[config.mk]
export PLATFORM = sky130hd
export DESIGN_NAME = rx_ring_dma
export DESIGN_NICKNAME = d
export VERILOG_FILES = /design/src/rtl/rx_ring_pkg.sv /design/src/rtl/rx_cfg_decode.sv /design/src/rtl/rx_ring_idx.sv /design/src/rtl/rx_close_timer.sv /design/src/rtl/rx_ring_dma.sv
export SDC_FILE = /design/constraint.sdc
export NUM_CORES = 1
export LEC_CHECK = 0
export CAP_MARGIN = 20
export CORE_MARGIN = 3
export CORE_UTILIZATION = 57
export DETAILED_ROUTE_END_ITERATION = 8
export GPL_TIMING_DRIVEN = 0
export PLACE_DENSITY = 0.86
export SLEW_MARGIN = 10
export SYNTH_ARGS = -nofsm -noshare
export SYNTH_HDL_FRONTEND = slang
export SYNTH_SLANG_ARGS = --single-unit
[constraint.sdc]
create_clock -name clk -period 4.5 [get_ports clk]
set_input_delay 0.45 -clock clk [delete_from_list [all_inputs] [get_ports clk]]
set_output_delay 0.45 -clock clk [all_outputs]
set_load 0.01 [all_outputs]
[src/rtl/rx_ring_pkg.sv]
package rx_ring_pkg;

  typedef enum logic [1:0] {
    MODE_OFF   = 2'b00,
    MODE_DRAIN = 2'b01,
    MODE_RUN   = 2'b10,
    MODE_RSVD  = 2'b11
  } rx_mode_e;

  typedef struct packed {
    rx_mode_e   mode;
    logic       irq_host;
    logic [7:0] tmo;
  } rx_cfg_t;

endpackage

[src/rtl/rx_cfg_decode.sv]
module rx_cfg_decode
  import rx_ring_pkg::*;
#(
  parameter int IDX_W    = 12,
  parameter int BEATS_4K = 4,
  parameter int CNT_W    = 5
) (
  input  logic [31:0]      word,
  output rx_cfg_t          cfg,
  output logic [IDX_W-1:0] ring_mask,
  output logic [CNT_W-1:0] cap
);
  localparam int MIN_LOG2 = 5;
  localparam int MAX_LOG2 = IDX_W;
  localparam logic [IDX_W-1:0] ONE_IDX = {{(IDX_W-1){1'b0}}, 1'b1};

  logic [3:0]     n_raw;
  logic [3:0]     n_cl;
  logic [IDX_W:0] pow;
  logic           unused_bits;

  assign unused_bits = ^{word[29:24], word[19:18], word[15:14], word[3:0]};

  always_comb begin
    n_raw = word[23:20];
    if (n_raw < 4'(MIN_LOG2))      n_cl = 4'(MIN_LOG2);
    else if (n_raw > 4'(MAX_LOG2)) n_cl = 4'(MAX_LOG2);
    else                           n_cl = n_raw;
    pow       = {{IDX_W{1'b0}}, 1'b1} << n_cl;
    ring_mask = pow[IDX_W-1:0] - ONE_IDX;
  end

  assign cap = CNT_W'(word[17:16]) * CNT_W'(BEATS_4K) + CNT_W'(BEATS_4K);

  assign cfg.mode     = rx_mode_e'(word[31:30]);
  assign cfg.irq_host = (word[13:12] == 2'b01);
  assign cfg.tmo      = word[11:4];

endmodule

[src/rtl/rx_ring_idx.sv]
module rx_ring_idx #(
  parameter int IDX_W = 12
) (
  input  logic             clk,
  input  logic             rst_n,
  input  logic             widx_we,
  input  logic [IDX_W-1:0] widx_wdata,
  input  logic [IDX_W-1:0] ring_mask,
  input  logic             adv,
  output logic [IDX_W-1:0] rd_idx,
  output logic [IDX_W-1:0] wr_idx,
  output logic             has_room,
  output logic             err
);
  localparam logic [IDX_W-1:0] ONE_IDX = {{(IDX_W-1){1'b0}}, 1'b1};

  logic [IDX_W-1:0] rd_q, rd_n, wr_q, wr_n;
  logic             err_q, err_n;
  logic             aligned;

  assign aligned = (widx_wdata[2:0] == 3'b000);

  always_comb begin
    rd_n  = adv ? ((rd_q + ONE_IDX) & ring_mask) : rd_q;
    wr_n  = wr_q;
    err_n = err_q;
    if (widx_we) begin
      if (aligned) wr_n  = widx_wdata & ring_mask;
      else         err_n = 1'b1;
    end
  end

  always_ff @(posedge clk or negedge rst_n) begin
    if (!rst_n) begin
      rd_q  <= '0;
      wr_q  <= '0;
      err_q <= 1'b0;
    end else begin
      rd_q  <= rd_n;
      wr_q  <= wr_n;
      err_q <= err_n;
    end
  end

  assign rd_idx   = rd_q & ring_mask;
  assign wr_idx   = wr_q & ring_mask;
  assign has_room = (rd_idx != wr_idx);
  assign err      = err_q;

endmodule

[src/rtl/rx_close_timer.sv]
module rx_close_timer #(
  parameter int PRESCALE = 3200,
  parameter int TMO_W    = 8
) (
  input  logic             clk,
  input  logic             rst_n,
  input  logic             restart,
  input  logic             armed,
  input  logic [TMO_W-1:0] tmo,
  output logic             expire
);
  localparam int PRE_W = $clog2(PRESCALE + 1);
  localparam logic [PRE_W-1:0] PRE_LAST = PRE_W'(PRESCALE - 1);

  logic [PRE_W-1:0] pre_q, pre_n;
  logic [TMO_W-1:0] tick_q, tick_n;
  logic             tick;

  assign tick = (pre_q == PRE_LAST);

  always_comb begin
    pre_n  = pre_q;
    tick_n = tick_q;
    if (restart || !armed) begin
      pre_n  = '0;
      tick_n = '0;
    end else if (tick) begin
      pre_n  = '0;
      if (tick_q != '1) tick_n = tick_q + 1'b1;
    end else begin
      pre_n  = pre_q + 1'b1;
    end
  end

  always_ff @(posedge clk or negedge rst_n) begin
    if (!rst_n) begin
      pre_q  <= '0;
      tick_q <= '0;
    end else begin
      pre_q  <= pre_n;
      tick_q <= tick_n;
    end
  end

  assign expire = armed && !restart && (tmo != '0) && (tick_q >= tmo);

endmodule

[src/rtl/rx_ring_dma.sv]
module rx_ring_dma
  import rx_ring_pkg::*;
#(
  parameter int IDX_W    = 12,
  parameter int BEATS_4K = 4,
  parameter int PRESCALE = 3200
) (
  input  logic             clk,
  input  logic             rst_n,
  input  logic             cfg_we,
  input  logic [31:0]      cfg_wdata,
  input  logic             widx_we,
  input  logic [IDX_W-1:0] widx_wdata,
  output logic             widx_err,
  input  logic             beat_valid,
  input  logic             beat_last,
  output logic             beat_ready,
  output logic [IDX_W-1:0] cur_desc,
  output logic             st_req,
  output logic [IDX_W-1:0] st_idx,
  input  logic             st_ack,
  output logic             irq,
  output logic             idle
);
  localparam int CNT_W = $clog2(4 * BEATS_4K + 1);

  logic [31:0]      cfg_q, cfg_n;
  logic [CNT_W-1:0] beats_q, beats_n;
  logic             in_frame_q, in_frame_n;
  logic             st_pend_q, st_pend_n;
  logic [IDX_W-1:0] st_idx_q, st_idx_n;
  logic             irq_q, irq_n;

  rx_cfg_t          cfg;
  logic [IDX_W-1:0] ring_mask, rd_idx, wr_idx;
  logic [CNT_W-1:0] cap;
  logic             has_room, allow, acc, at_cap, close, expire, armed, new_off;

  rx_cfg_decode #(.IDX_W(IDX_W), .BEATS_4K(BEATS_4K), .CNT_W(CNT_W)) u_dec (
    .word(cfg_q), .cfg(cfg), .ring_mask(ring_mask), .cap(cap)
  );

  rx_ring_idx #(.IDX_W(IDX_W)) u_idx (
    .clk(clk), .rst_n(rst_n), .widx_we(widx_we), .widx_wdata(widx_wdata),
    .ring_mask(ring_mask), .adv(close), .rd_idx(rd_idx), .wr_idx(wr_idx),
    .has_room(has_room), .err(widx_err)
  );

  rx_close_timer #(.PRESCALE(PRESCALE), .TMO_W(8)) u_tmr (
    .clk(clk), .rst_n(rst_n), .restart(acc), .armed(armed),
    .tmo(cfg.tmo), .expire(expire)
  );

  // Drain mode may only finish a frame already in progress.
  assign allow = (cfg.mode == MODE_RUN) || ((cfg.mode == MODE_DRAIN) && in_frame_q);
  assign beat_ready = allow && has_room && !st_pend_q;
  assign acc    = beat_valid && beat_ready;
  assign at_cap = (beats_q + 1'b1) == cap;
  assign armed  = (beats_q != '0) && !st_pend_q;
  assign close  = (acc && (beat_last || at_cap)) || expire;
  assign new_off = cfg_we && (cfg_wdata[31:30] != MODE_RUN) && (cfg_wdata[31:30] != MODE_DRAIN);

  always_comb begin
    cfg_n      = cfg_we ? cfg_wdata : cfg_q;
    beats_n    = close ? '0 : (acc ? beats_q + 1'b1 : beats_q);
    in_frame_n = in_frame_q;
    if (acc) in_frame_n = !beat_last;
    if (new_off) in_frame_n = 1'b0;
    st_pend_n  = close ? 1'b1 : (st_ack ? 1'b0 : st_pend_q);
    st_idx_n   = close ? rd_idx : st_idx_q;
    irq_n      = close && cfg.irq_host && ((acc && beat_last) || expire);
  end

  always_ff @(posedge clk or negedge rst_n) begin
    if (!rst_n) begin
      cfg_q      <= '0;
      beats_q    <= '0;
      in_frame_q <= 1'b0;
      st_pend_q  <= 1'b0;
      st_idx_q   <= '0;
      irq_q      <= 1'b0;
    end else begin
      cfg_q      <= cfg_n;
      beats_q    <= beats_n;
      in_frame_q <= in_frame_n;
      st_pend_q  <= st_pend_n;
      st_idx_q   <= st_idx_n;
      irq_q      <= irq_n;
    end
  end

  assign cur_desc = rd_idx;
  assign st_req   = st_pend_q;
  assign st_idx   = st_idx_q;
  assign irq      = irq_q;
  assign idle     = (cfg.mode != MODE_RUN) && !in_frame_q && !st_pend_q;

endmodule

==> results by group <==
Setup path
  • CP endpoint kind: output pin
  • WP data required: 4.05 ns
  • FF-to-FF path depth: 9
  • CP max FO: 10
  • Worst setup SP type: flip-flop
  • CP Class: flip-flop to output pin
  • Worst EP arrival: 2.93 ns

Power
  • Static Leakage: 0.00233 uW
  • Pwr dens: 381 mW/mm^2
  • Maximum vdd drop: 0.000219 V

Floorplanning
  • Core footprint: 0.00737 sq mm
  • Initial Util: 59.8%
  • Die area: 0.00883 sq mm
  • Die width: 94.0 microns
  • DIE HEIGHT: 94.0 microns
  • Top-Level Pins: 80
  • Row count: 31

Global routing
  • Overall Global Routing Usage: 24.9%
  • Initial antenna violation count: 0
  • GRT overflow: 0
  • Largest net degree at the start of global routing: 50
  • Vias in the first global route: 3646
  • Global-route wire length before repair: 17300 microns

Synthesis
  • Top-area cell type share of the netlist area: 47.1%
  • Most frequent cells after synthesis: dfrtp_1 (83), nand2_1 (47), nor2_1 (37)
  • Top post-synthesis cells by area: dfrtp_1 (47%), mux2_2 (5.1%), xnor2_1 (4.4%)
  • Top-count cell post-synth: dfrtp_1
  • EDFF count, synth: 0
  • Synth Warn #: 0
  • Post-Syn Instances: 442
  • Synth cell types: 57
  • Ys flop type: dfrtp_1
  • Avg Cell Area, Syn: 9.98 sq um
  • Post-synth ARST share: 100%
  • Part of the Yosys area used for sequential elements: 47.1%
  • Yosys reg bits: 83
  • Mapped cell area: 0.00441 sq mm
  • Leading area contributor after synthesis: dfrtp_1

Placement
  • Placer Congestion: 0.859
  • Port Buffers: 64
  • Post-DP HPWL: 7310 microns
  • Cell Area, Placed: 0.00520 sq mm
  • DP Cell Count: 607

Final layout
  • Final non-filler cell total: 622
  • Fin area: 0.00542 sq mm
  • Layout area overhead: 22.9%
  • Final core utilization: 73.5%
  • Share of post-route cells with drive strength above 1: 10.5%
  • Diodes inserted: 0
  • Final nets: 585

Job
  • Max-capacitance violation count: 0

STA
  • Max Slew Vio Count: 0
  • Final hold violation count: 0
  • Setup Skew: 0.00809 ns
  • RSZ-0062 raised after global routing: false
  • Setup_tns: 0 ns
  • Shortest period the worst path allows: 3.38 ns
  • Worst slew pin tran: 0.576 ns
  • Fin crit share: 75.0%
  • # setup viols final: 0
  • Relative max-transition margin: 61.6%
  • Fmax: 296 MHz

CTS
  • Post-CTS Setup Repair Bufs: 0
  • Maximum buffer depth of the clock tree: 2
  • H-tree Lvls: 3
  • Clock-pin slew on the worst setup and hold paths: 0.08 ns
  • Clock sinks: 83
  • Worst-skew pair later-pin latency: 0.36 ns
  • CTS tree: done
  • CTS resizes: 0
  • CTS root buffer: clkbuf_8
  • Hold_buf cts: 0
  • TritonCTS buffer count: 9

Routing
  • DRT antenna net count: 0
  • Drt wl/cell: 16.4 microns
  • Total number of vias: 3583
  • Residual DRC: 0
  • First drt pass iteration count: 4
  • Vias per cell: 5.76
  • Drt first-iter violations: 174
  • Routed WL: 10200 microns

Outcome
  • Run status: complete, no violations

Worst hold path
  • Hold crit path type: input pin to asynchronous set/reset pin
-- flip-flops by register name (all words and copies together) (netlist names) --
signal        flops
beats_q           5
cfg_q            18
u_idx.rd_q       12
u_idx.wr_q       12
in_frame_q        1
st_idx           12
u_idx.err         1
irq               1
u_tmr.tick_q      8
st_req            1
u_tmr.pre_q      12
-- path summary, 6_finish.rpt --
path	from	endpoint	slack, ns
worst min register to register	u_idx.err	u_idx.err	0.48
worst max-delay path	cfg_q[23]	beat_ready	1.12
worst min-delay path	rst_n	beats_q[4]	0.04
max in group asynchronous	rst_n	u_tmr.pre_q[3]	3.87
worst max register to register	cfg_q[23]	u_idx.rd_q[3]	1.55
min in group clk	u_idx.err	u_idx.err	0.48
-- through the flow --
step	total power [uW]	setup slack (ns)	hold slack, ns
floorplan	1250	1.99	0.154
global placement	1450	0.0457	0.459
detailed placement	1480	1.61	0.441
CTS	2070	1.18	0.0656
global route	2170	1.02	0.0886
finish	2070	1.12	0.0423
-- area by class of cell --
cell class	instances	area, sq um
Clock buffer	11	141
Multi-Input combinational cell	320	2160
Buffer	18	93.8
Clock inverter	4	75.1
Timing Repair Buffer	65	666
Tap cell	99	124
Fill cell	517	1950
Sequential cell	83	2080
Inverter	22	82.6
-- worst max-delay path, stage by stage (launching register included) --
cell and delay [ns]:
dfrtp_1 0.46, buf_2 0.25, nand2_1 0.09, o2bb2ai_1 0.49
a22o_2 0.30, a211o_1 0.27, and2_1 0.18, clkdlybuf4s50_1 0.53
-- metal layers --
layer	GRT usage [%]	vias to the layer above	part of all wire [%]
met2	42.4	129	51
li1	-	1684	-
met3	3.85	27	5.5
met5	0	-	0
met4	9.27	0	2.4
met1	32.0	1743	41
-- cells by family (layout without fill, tap and decap cells) --
| family | count (synthesis) | in the layout | share of synthesized area (%) |
|---|---|---|---|
| adder cells (fa/ha/maj) | 15 | 15 | 4.26 |
| flip-flops | 83 | 83 | 47.1 |
| AND/OR/NAND/NOR | 168 | 168 | 18.7 |
| other | 1 | 2 | 0.0850 |
| XOR/XNOR | 34 | 34 | 7.09 |
| AO/OA/AOI/OAI | 76 | 76 | 12.1 |
| multiplexers | 25 | 25 | 6.70 |
| buffers and inverters | 40 | 120 | 4.00 |
-- where the power goes --
group / switching, uW / internal (uW) / total, uW / leakage [uW]
clock network: 267 / 325 / 592 / 0.000102
logic: 289 / 269 / 558 / 0.00113
registers: 87.6 / 828 / 915 / 0.00110
-- layout by cell type (no fill, tap or decap), drive strengths merged, types with 3 or more instances in the layout --
cell	n
o21ai	28
nand3	30
ha	15
a32o	4
nor2b	5
and2	11
nand4	4
nor3b	3
nor3	5
o211ai	4
nand2b	3
buf	9
clkdlybuf4s50	63
xnor2	22
dfrtp	83
mux2	24
a21o	3
o2bb2ai	5
nor2	37
o22ai	5
xor2	11
clkbuf	22
nor4	4
and3	5
a21oi	7
or3	4
inv	22
nand2	48
No activity file was read; power rests on OpenSTA's default activity.
